`src/rtl/hwc_pkg.sv`:
```
package hwc_pkg;

  typedef enum logic [1:0] {
    SEQ_IDLE  = 2'd0,
    SEQ_MERGE = 2'd1,
    SEQ_SPLIT = 2'd2
  } seq_st_e;

  // log2 of the byte size selected by a lane size code
  function automatic logic [2:0] size_shift(input logic [1:0] code);
    case (code)
      2'd0:    size_shift = 3'd0;
      2'd1:    size_shift = 3'd2;
      2'd2:    size_shift = 3'd3;
      default: size_shift = 3'd4;
    endcase
  endfunction

endpackage

```
`src/rtl/hwc_issue_seq.sv`:
```
module hwc_issue_seq
  import hwc_pkg::*;
#(
  parameter int LANES = 16,
  parameter int AW    = 32,
  parameter int LW    = 9,
  parameter int LB    = 4
) (
  input  logic                clk,
  input  logic                rst_n,
  input  logic                take,
  input  logic                take_merge,
  input  logic                take_any,
  input  logic [LANES-1:0]    take_act,
  input  logic [LANES*AW-1:0] take_addr,
  input  logic [LANES*2-1:0]  take_size,
  input  logic [AW-1:0]       take_base,
  input  logic [LW-1:0]       take_len,
  output logic                idle,
  output logic                tx_valid,
  input  logic                tx_ready,
  output logic [AW-1:0]       tx_addr,
  output logic [LW-1:0]       tx_len,
  output logic [LB-1:0]       tx_lane,
  output logic                tx_merged,
  output logic                done
);
  seq_st_e          st_q, st_d;
  logic [LANES-1:0] pend_q, pend_d;
  logic             done_q, done_d;
  logic [AW-1:0]    addr_q [LANES];
  logic [LANES*2-1:0] size_q;
  logic [AW-1:0]    base_q;
  logic [LW-1:0]    len_q;
  logic [LB-1:0]    cur;
  logic [1:0]       cur_sz;

  // lowest pending lane
  always_comb begin
    cur = '0;
    for (int k = LANES - 1; k >= 0; k--) begin
      if (pend_q[k]) cur = LB'(k);
    end
  end

  assign cur_sz = size_q[cur*2 +: 2];

  always_comb begin
    st_d   = st_q;
    pend_d = pend_q;
    done_d = 1'b0;
    case (st_q)
      SEQ_IDLE: begin
        if (take) begin
          if (take_merge) begin
            st_d = SEQ_MERGE;
          end else if (take_any) begin
            st_d   = SEQ_SPLIT;
            pend_d = take_act;
          end else begin
            done_d = 1'b1;
          end
        end
      end
      SEQ_MERGE: begin
        if (tx_ready) begin
          st_d   = SEQ_IDLE;
          done_d = 1'b1;
        end
      end
      SEQ_SPLIT: begin
        if (tx_ready) begin
          pend_d[cur] = 1'b0;
          if (pend_d == '0) begin
            st_d   = SEQ_IDLE;
            done_d = 1'b1;
          end
        end
      end
      default: st_d = SEQ_IDLE;
    endcase
  end

  always_ff @(posedge clk or negedge rst_n) begin
    if (!rst_n) begin
      st_q   <= SEQ_IDLE;
      pend_q <= '0;
      done_q <= 1'b0;
    end else begin
      st_q   <= st_d;
      pend_q <= pend_d;
      done_q <= done_d;
    end
  end

  // datapath capture, enabled only on group acceptance
  always_ff @(posedge clk) begin
    if (take) begin
      for (int k = 0; k < LANES; k++) addr_q[k] <= take_addr[k*AW +: AW];
      size_q <= take_size;
      base_q <= take_base;
      len_q  <= take_len;
    end
  end

  assign idle      = (st_q == SEQ_IDLE);
  assign tx_valid  = (st_q != SEQ_IDLE);
  assign tx_merged = (st_q == SEQ_MERGE);
  assign tx_addr   = tx_merged ? base_q : addr_q[cur];
  assign tx_len    = tx_merged ? len_q : (LW'(1) << size_shift(cur_sz));
  assign tx_lane   = tx_merged ? '0 : cur;
  assign done      = done_q;

  assert_tx_hold_R9: assert property (@(posedge clk) disable iff (!rst_n)
    (tx_valid && !tx_ready) |=> (tx_valid && $stable(tx_addr) &&
                                 $stable(tx_len) && $stable(tx_lane)));

  assert_lane_order_R8: assert property (@(posedge clk) disable iff (!rst_n)
    (tx_valid && !tx_merged && tx_ready) |=>
      (!tx_valid || (!tx_merged && (tx_lane > $past(tx_lane)))));

  assert_merge_align_R2: assert property (@(posedge clk) disable iff (!rst_n)
    (tx_valid && tx_merged) |-> ((tx_addr & AW'(tx_len - 1'b1)) == '0));

  assert_done_idle_R10: assert property (@(posedge clk) disable iff (!rst_n)
    done |-> (idle && !$past(idle && !take)));

endmodule

```
`config.mk`:
```
export PLATFORM = sky130hd
export DESIGN_NAME = hwc_issue_seq
export DESIGN_NICKNAME = d
export VERILOG_FILES = /design/src/rtl/hwc_pkg.sv /design/src/rtl/hwc_issue_seq.sv
export SDC_FILE = /design/constraint.sdc
export NUM_CORES = 1
export LEC_CHECK = 0
export BUFFER_PORTS_ARGS = -buffer_cell sky130_fd_sc_hd__buf_4
export CAP_MARGIN = 20
export CELL_PAD_IN_SITES_DETAIL_PLACEMENT = 1
export CELL_PAD_IN_SITES_GLOBAL_PLACEMENT = 1
export CORE_ASPECT_RATIO = 1.5
export CORE_MARGIN = 5
export CORE_UTILIZATION = 38
export CTS_CLUSTER_SIZE = 25
export DETAILED_ROUTE_END_ITERATION = 7
export PLACE_DENSITY = 0.83
export SETUP_SLACK_MARGIN = 0.15
export SYNTH_ARGS = -nofsm -noshare
export SYNTH_HDL_FRONTEND = slang
export SYNTH_SLANG_ARGS = --single-unit
```
`constraint.sdc`:
```
create_clock -name clk -period 3.2 [get_ports clk]
set_input_delay 0.48 -clock clk [delete_from_list [all_inputs] [get_ports clk]]
set_output_delay 0.48 -clock clk [all_outputs]
set_load 0.03 [all_outputs]
```
==> results.json, run 1 <==
{
  "global_route_wire_length_before_repair_mm": 185,
  "final.min_clock_period_ps": 4300,
  "final_max_slew_viol_count": 0,
  "postSynth.topFlopCell": "sky130_fd_sc_hd__edfxtp_1",
  "drive_gt1_share_pct": 43.1,
  "port_buffers": 655,
  "clockBufferDepth": 3,
  "number_of_global_route_vias_before_repair": 24660,
  "setup_viol": 37,
  "worst_pin_slew_ps": 968,
  "nFillCells": 5498,
  "place.detailed.hpwl_mm": 72.6,
  "async_reset_ff_share_pct": 3.15,
  "cts_made_buffers": 59,
  "synth.area.top_cells": "sky130_fd_sc_hd__edfxtp_1, sky130_fd_sc_hd__nand2_1, sky130_fd_sc_hd__a21oi_1, sky130_fd_sc_hd__mux2i_1, sky130_fd_sc_hd__dfrtp_1",
  "clkPwrFrac_pct": 14.0,
  "count_of_tritonroute_iterations_in_the_first_routing_pass": 8,
  "min-delay-path-class": "primary input to flop",
  "grt_most_used_layer": "met2",
  "die_area_mm2": 0.0669,
  "grt_start_max_net_pins": 153,
  "post-synth-top-area-fraction_pct": 74.9,
  "synth.cell_area_mm2": 0.0235,
  "grt_util_met2_pct": 66.7,
  "comb_power_share_pct": 68.1,
  "worstPathCellList": "nor2_1, nand2_1, nand4_1, buf_4, nand2b_4, nor2_4, buf_12, buf_16, a222oi_1, a31oi_4, buf_6",
  "failed_checks": "DRC, setup timing",
  "die_x_um": 213,
  "worst_slew_margin_rel_pct": 35.5,
  "netlist-cell-type-count": 60,
  "slowest_stage": "sky130_fd_sc_hd__a222oi_1",
  "critical_path.endpoint_type": "primary output",
  "detailroute.via_count": 23731,
  "groute.usage.overall_pct": 38.9,
  "pin_count": 656,
  "path_clk_slew_ps": 80,
  "grt_antenna_before_repair": 37,
  "fin_setup_tns_ps": -32850,
  "grt.overflow.total": 0,
  "die_h_um": 314,
  "drc": 1,
  "path_class": "flop to primary output",
  "synth_seq_cells": 604,
  "fin_skew_ps": 9.59,
  "detail_route_antenna_nets": 0,
  "maxClockFrequency_mhz": 232,
  "detail_route.wl_per_cell_um": 39.4,
  "drt-initial-drc-count": 3189,
  "clkSinkCount": 604,
  "post_synth.cell_area_avg_um2": 15.6,
  "grt_setup_unrepaired": "true",
  "met3_usage_pct": 7.72,
  "switching_fraction_pct": 45.8,
  "cts-root-buf": "sky130_fd_sc_hd__clkbuf_16",
  "avgViaCountPerCell": 6.21,
  "row_count": 111,
  "h-tree-depth": 2,
  "cellLeakagePower_nw": 16.4,
  "power_density_mw_per_mm2": 1340,
  "worst-endpoint-required_ps": 2720,
  "cap_viol_max_count": 0,
  "post-place-ws_ps": -700,
  "tritoncts_clock_tree": "built",
  "report.final.hold_viol_count": 0,
  "netsw_mw": 25.5,
  "synthCells": 1500,
  "coreArea_mm2": 0.0611,
  "synthDominantAreaCellType": "sky130_fd_sc_hd__edfxtp_1",
  "syn_nets": 2107,
  "timing.critical_path.fanout_max": 11,
  "finish.net_count": 3540,
  "setup_ws_ps": -1100,
  "yosys_warnings": 0,
  "final.period_utilization_pct": 134,
  "internal_power_mw": 30.2,
  "floorplan.initialDensity_pct": 38.4,
  "detail_route.wirelength_mm": 151,
  "ff_latch_area_mm2": 0.0180,
  "worst_skew_pair.late_latency_ps": 630,
  "place.gp.congestion": 0.904,
  "multi_input_comb_area_mm2": 0.00683,
  "startpoint_type": "flop",
  "p_seq_share_pct": 17.9,
  "critical_path.max_stage_delay_ps": 790,
  "area_growth_syn_to_fin_pct": 76.8,
  "outcome": "finished with violations",
  "worstPathArrival_ps": 3820,
  "synth_enable_flop_cells": 585,
  "ys_seq_area_share_pct": 76.9,
  "grt_use_met1_pct": 41.4,
  "irDropWorstVdd_uv": 954
}
power groups by stage:
stage	Clock, mW	Combinational (mW)	Sequential, mW
2_1_floorplan	0	12.2	9.79
3_3_place_gp	0	23.8	9.86
3_5_place_dp	0	24.5	9.92
4_1_cts	7.35	31.1	9.80
5_1_grt	8.07	38.0	10.0
6_report	7.77	37.9	9.99
synth_stat cells (12+ instances only):
master,count
sky130_fd_sc_hd__clkbuf_1,48
sky130_fd_sc_hd__a22o_1,50
sky130_fd_sc_hd__a31oi_1,33
sky130_fd_sc_hd__nor3_1,12
sky130_fd_sc_hd__a221oi_1,19
sky130_fd_sc_hd__o21ai_0,24
sky130_fd_sc_hd__a21oi_1,133
sky130_fd_sc_hd__a22oi_1,25
sky130_fd_sc_hd__a222oi_1,20
sky130_fd_sc_hd__mux2i_1,62
sky130_fd_sc_hd__edfxtp_1,585
sky130_fd_sc_hd__a2111oi_0,22
sky130_fd_sc_hd__nor2_1,53
sky130_fd_sc_hd__buf_2,34
sky130_fd_sc_hd__nand2_1,197
sky130_fd_sc_hd__dfrtp_1,19
sky130_fd_sc_hd__a2bb2oi_1,22
what timing repair did:
action / CTS / global route
endpoints found under the setup margin: 39 / 41
cloned: 9 / 5
pin swaps: 56 / 93
buffers inserted: 25 / 34
hold buffers: 525 / 3
resized for setup: 256 / 180
endpoints found under the hold margin: 543 / 3
critical path, delay by kind of cell (launching register included):
| kind | cells | cell delay, ps |
|---|---|---|
| flip-flops | 1 | 430 |
| AND/OR/NAND/NOR | 5 | 1070 |
| buffers and inverters | 4 | 640 |
| AO/OA/AOI/OAI | 2 | 1040 |
placed cells by master (no fill, tap or decap), drive strengths merged, types with 10 or more instances in the layout:
cell	Yosys	layout
clkinv	1	25
a21o	10	10
mux2i	62	62
edfxtp	585	585
a21oi	135	135
a2111oi	23	23
inv	9	15
diode	0	47
nor2	54	55
a22o	50	50
a2bb2oi	22	22
a31oi	33	33
clkbuf	48	75
a222oi	20	20
a221oi	19	19
a22oi	25	25
mux2	10	10
buf	46	931
dlygate4sd3	0	528
dfrtp	19	19
nand2	197	197
nor3	12	12
o21ai	24	24
sequential cells by signal, summed over array words and instances, names as in the netlist:
| name | flops |
|---|---|
| addr_q | 512 |
| base_q | 32 |
| size_q | 32 |
| pend_q | 16 |
| len_q | 9 |
| st_q | 2 |
| done | 1 |
layout make-up:
cell class	instances	area share, %
sequential	604	43.5
timing repair buffer	1465	32.5
multi-input combinational	793	16.5
clock buffer	71	3.77
tap	791	2.39
clock inverter	41	0.995
antenna	47	0.284
inverter	10	0.0965
final timing paths:
path | startpoint | end | slack (ps) | depth (start not counted)
worst max register to register | pend_q[8] | done | 30 | 13
worst max-delay path | pend_q[14] | tx_addr[0] | -1100 | 11
max in group asynchronous | rst_n | pend_q[7] | 2670 | 2
worst min register to register | st_q[1] | st_q[0] | 610 | 1
min in group asynchronous | rst_n | st_q[0] | 280 | 2
worst min-delay path | take_addr[218] | addr_q[6][26] | 10 | 1
metal layers:
| layer | routed length, µm | vias up | share of wire [%] |
|---|---|---|---|
| met1 | 45900 | 11592 | 30 |
| met2 | 73300 | 2365 | 49 |
| met4 | 17300 | 2 | 11 |
| met3 | 14200 | 894 | 9.4 |
| li1 | - | 8878 | - |
| met5 | 13 | - | 0.0086 |
cell families after synthesis:
group                  after synthesis  synth area share (%)
flip-flops                         604                  76.9
AO/OA/AOI/OAI                      410                  12.3
AND/OR/NAND/NOR                    310                  5.76
buffers and inverters              104                  1.91
multiplexers                        72                  3.13
per-stage QoR:
step,total power [mW],cell area [µm²],utilization [%],hold WS (ps),instances
2_1_floorplan,22.0,23600,-,184,1500
3_3_place_gp,33.7,31100,50.8,366,3062
3_5_place_dp,34.4,31100,50.8,368,3062
4_1_cts,48.2,40000,65.5,0.0943,3733
5_1_grt,56.1,41500,67.8,-6.09,3809
6_report,55.7,41500,67.9,9.92,3822
No activity file was read; power rests on OpenSTA's default activity.
==> run 2, diff against run 1 <==
--- a/config.mk
+++ b/config.mk
@@ -16,6 +16,7 @@
 export DETAILED_ROUTE_END_ITERATION = 7
 export PLACE_DENSITY = 0.83
 export SETUP_SLACK_MARGIN = 0.15
+export SKIP_CTS_REPAIR_TIMING = 1
 export SYNTH_ARGS = -nofsm -noshare
 export SYNTH_HDL_FRONTEND = slang
 export SYNTH_SLANG_ARGS = --single-unit
==> run 2 against run 1 <==
Compared with the run above:
- the run ends with setup timing left
- cell area shrank 5.1%
- die area is the same
- non-clock buffer count shrank 119
- critical endpoint is now tx_addr[21]
==> results.json, run 2 (synthesis gave the netlist of run 1 again) <==
{
  "slowest_stage": "sky130_fd_sc_hd__a2111oi_4",
  "power_density_mw_per_mm2": 1280,
  "outcome": "finished with violations",
  "drt-initial-drc-count": 2369,
  "min-delay-path-class": "primary input to flop",
  "largest_register_ffs": 512,
  "worst_slew_margin_rel_pct": 40.3,
  "worst_hold_path.endpoint": "addr_q[13][23]",
  "commonest_cells_after_routing_fill_and_taps_aside": "sky130_fd_sc_hd__buf_4, sky130_fd_sc_hd__edfxtp_1, sky130_fd_sc_hd__dlygate4sd3_1, sky130_fd_sc_hd__nand2_1, sky130_fd_sc_hd__a21oi_1",
  "critical_path.most_common_cell": "sky130_fd_sc_hd__buf_12",
  "place.gp.congestion": 0.904,
  "grt_start_max_net_pins": 153,
  "detail_route_antenna_nets": 0,
  "grt_setup_unrepaired": "true",
  "fin_setup_tns_ps": -32280,
  "final_max_slew_viol_count": 0,
  "number_of_global_route_vias_before_repair": 19913,
  "path_clk_slew_ps": 80,
  "clkPwrFrac_pct": 15.2,
  "clkSinkCount": 604,
  "detailroute.via_count": 21958,
  "critical_path.max_stage_delay_ps": 490,
  "global_route_wire_length_before_repair_mm": 135,
  "cellLeakagePower_nw": 15.6,
  "grt.overflow.total": 0,
  "fin_skew_ps": 7.87,
  "place.detailed.hpwl_mm": 72.6,
  "worst-endpoint-required_ps": 2720,
  "tritoncts_clock_tree": "built",
  "worstPathCellList": "a2111oi_4, a21oi_4, nor2_4, buf_12, buf_16, buf_12, buf_8, nand2_1, a22oi_1, a2bb2oi_1, buf_4, a31oi_4, buf_6",
  "cp_top_delay_family": "compound AO/OA/AOI/OAI gates",
  "ff2ff_setup_slack_ps": 0,
  "final.period_utilization_pct": 134,
  "die_h_um": 314,
  "clockBufferDepth": 3,
  "largest_register": "addr_q",
  "reg2reg_capture_point": "st_q[1]",
  "switching_fraction_pct": 45.1,
  "drc": 0,
  "count_of_tritonroute_iterations_in_the_first_routing_pass": 6,
  "maxClockFrequency_mhz": 234,
  "total_power_mw": 50.3,
  "setup_viol": 38,
  "port_buffers": 655,
  "final_cells": 3687,
  "h-tree-depth": 2,
  "detail_route.wirelength_mm": 131,
  "finish.net_count": 3421,
  "worst_hold_margin_ps": 10.2,
  "failed_checks": "setup timing",
  "post-place-ws_ps": -700,
  "floorplan.initialDensity_pct": 38.4,
  "cts_made_buffers": 59,
  "hold_path.startpoint": "take_addr[439]",
  "die_area_mm2": 0.0669,
  "drive_gt1_share_pct": 41.0,
  "placed_cells": 3062,
  "worst_skew_pair.late_latency_ps": 630,
  "final_common_cell": "sky130_fd_sc_hd__buf_4",
  "holdPathStages": 1,
  "critical_path.endpoint_type": "primary output",
  "reg2reg_depth": 13,
  "report.final.hold_viol_count": 0,
  "critical_path.reg2reg.startpoint": "pend_q[8]",
  "cap_viol_max_count": 0,
  "netsw_mw": 22.7,
  "nFillCells": 5628,
  "row_count": 111,
  "worstPathArrival_ps": 3800,
  "detail_route.wl_per_cell_um": 35.6,
  "worst_pin_slew_ps": 896,
  "startpoint_type": "flop",
  "worstPathBufferInverterCount": 6,
  "cts-root-buf": "sky130_fd_sc_hd__clkbuf_16",
  "final.min_clock_period_ps": 4280,
  "grt_antenna_before_repair": 27,
  "p_seq_share_pct": 19.7,
  "area_growth_syn_to_fin_pct": 67.8,
  "internal_power_mw": 27.6,
  "groute.usage.overall_pct": 27.7,
  "pin_count": 656,
  "avgViaCountPerCell": 5.96,
  "coreArea_mm2": 0.0611,
  "die_x_um": 213,
  "largest_registers": "addr_q (512), base_q (32), size_q (32)",
  "timing.critical_path.fanout_max": 11,
  "setup_ws_ps": -1080,
  "irDropWorstVdd_uv": 949,
  "comb_power_share_pct": 65.1,
  "path_class": "flop to primary output"
}
-- run 2: layout make-up --
class / instances / area (µm²) / area share [%]
Sequential cell: 604 / 18000 / 45.9
Timing Repair Buffer: 1346 / 11900 / 30.4
Multi-Input combinational cell: 793 / 6270 / 15.9
Clock buffer: 71 / 1560 / 3.97
Tap cell: 791 / 990 / 2.51
Clock inverter: 41 / 413 / 1.05
Antenna cell: 31 / 77.6 / 0.197
Inverter: 10 / 40.0 / 0.102
-- run 2: worst register-to-register path, stage by stage, from the launching register on --
cell and delay (ps):
sky130_fd_sc_hd__dfrtp_1 410, sky130_fd_sc_hd__buf_6 150, sky130_fd_sc_hd__nor3b_4 240, sky130_fd_sc_hd__a2111oi_4 80
sky130_fd_sc_hd__a21oi_4 330, sky130_fd_sc_hd__nor2_4 80, sky130_fd_sc_hd__buf_12 170, sky130_fd_sc_hd__buf_8 130
sky130_fd_sc_hd__clkbuf_16 150, sky130_fd_sc_hd__buf_8 130, sky130_fd_sc_hd__o31a_1 340, sky130_fd_sc_hd__o22a_1 190
sky130_fd_sc_hd__or3_4 390, sky130_fd_sc_hd__mux2_4 290
-- run 2: stage by stage --
stage | util (%) | cell area (µm²)
2_1_floorplan | - | 23600
3_3_place_gp | 50.8 | 31100
3_5_place_dp | 50.8 | 31100
4_1_cts | 54.1 | 33000
5_1_grt | 64.4 | 39300
6_report | 64.4 | 39400
-- run 2: metal layers --
metal,wire [µm],up-vias,global-route usage [%]
met5,43,-,0
met4,13400,6,16.0
met3,11100,607,6.38
met2,65800,1810,50.5
met1,41200,10909,28.8
li1,-,8626,-
-- run 2: worst max-delay path by stage --
| stage | startpoint | endpoint | slack, ps | depth (start not counted) |
|---|---|---|---|---|
| after global routing | pend_q[7] | tx_addr[7] | -1090 | 13 |
| after floorplan | pend_q[8] | tx_len[3] | 100 | 9 |
| final | pend_q[7] | tx_addr[21] | -1080 | 13 |
| after detailed placement | pend_q[8] | tx_addr[15] | -700 | 13 |
| after global placement | pend_q[11] | tx_addr[18] | -680 | 12 |
| after CTS | pend_q[8] | tx_addr[10] | -1460 | 13 |
-- run 2: power by group through the flow --
| stage | clock network (mW) | registers (mW) | logic [mW] |
|---|---|---|---|
| floorplan | 0 | 9.79 | 12.2 |
| global placement | 0 | 9.86 | 23.8 |
| detailed placement | 0 | 9.92 | 24.5 |
| CTS | 7.35 | 9.76 | 24.7 |
| global route | 7.98 | 9.94 | 33.3 |
| finish | 7.64 | 9.92 | 32.7 |
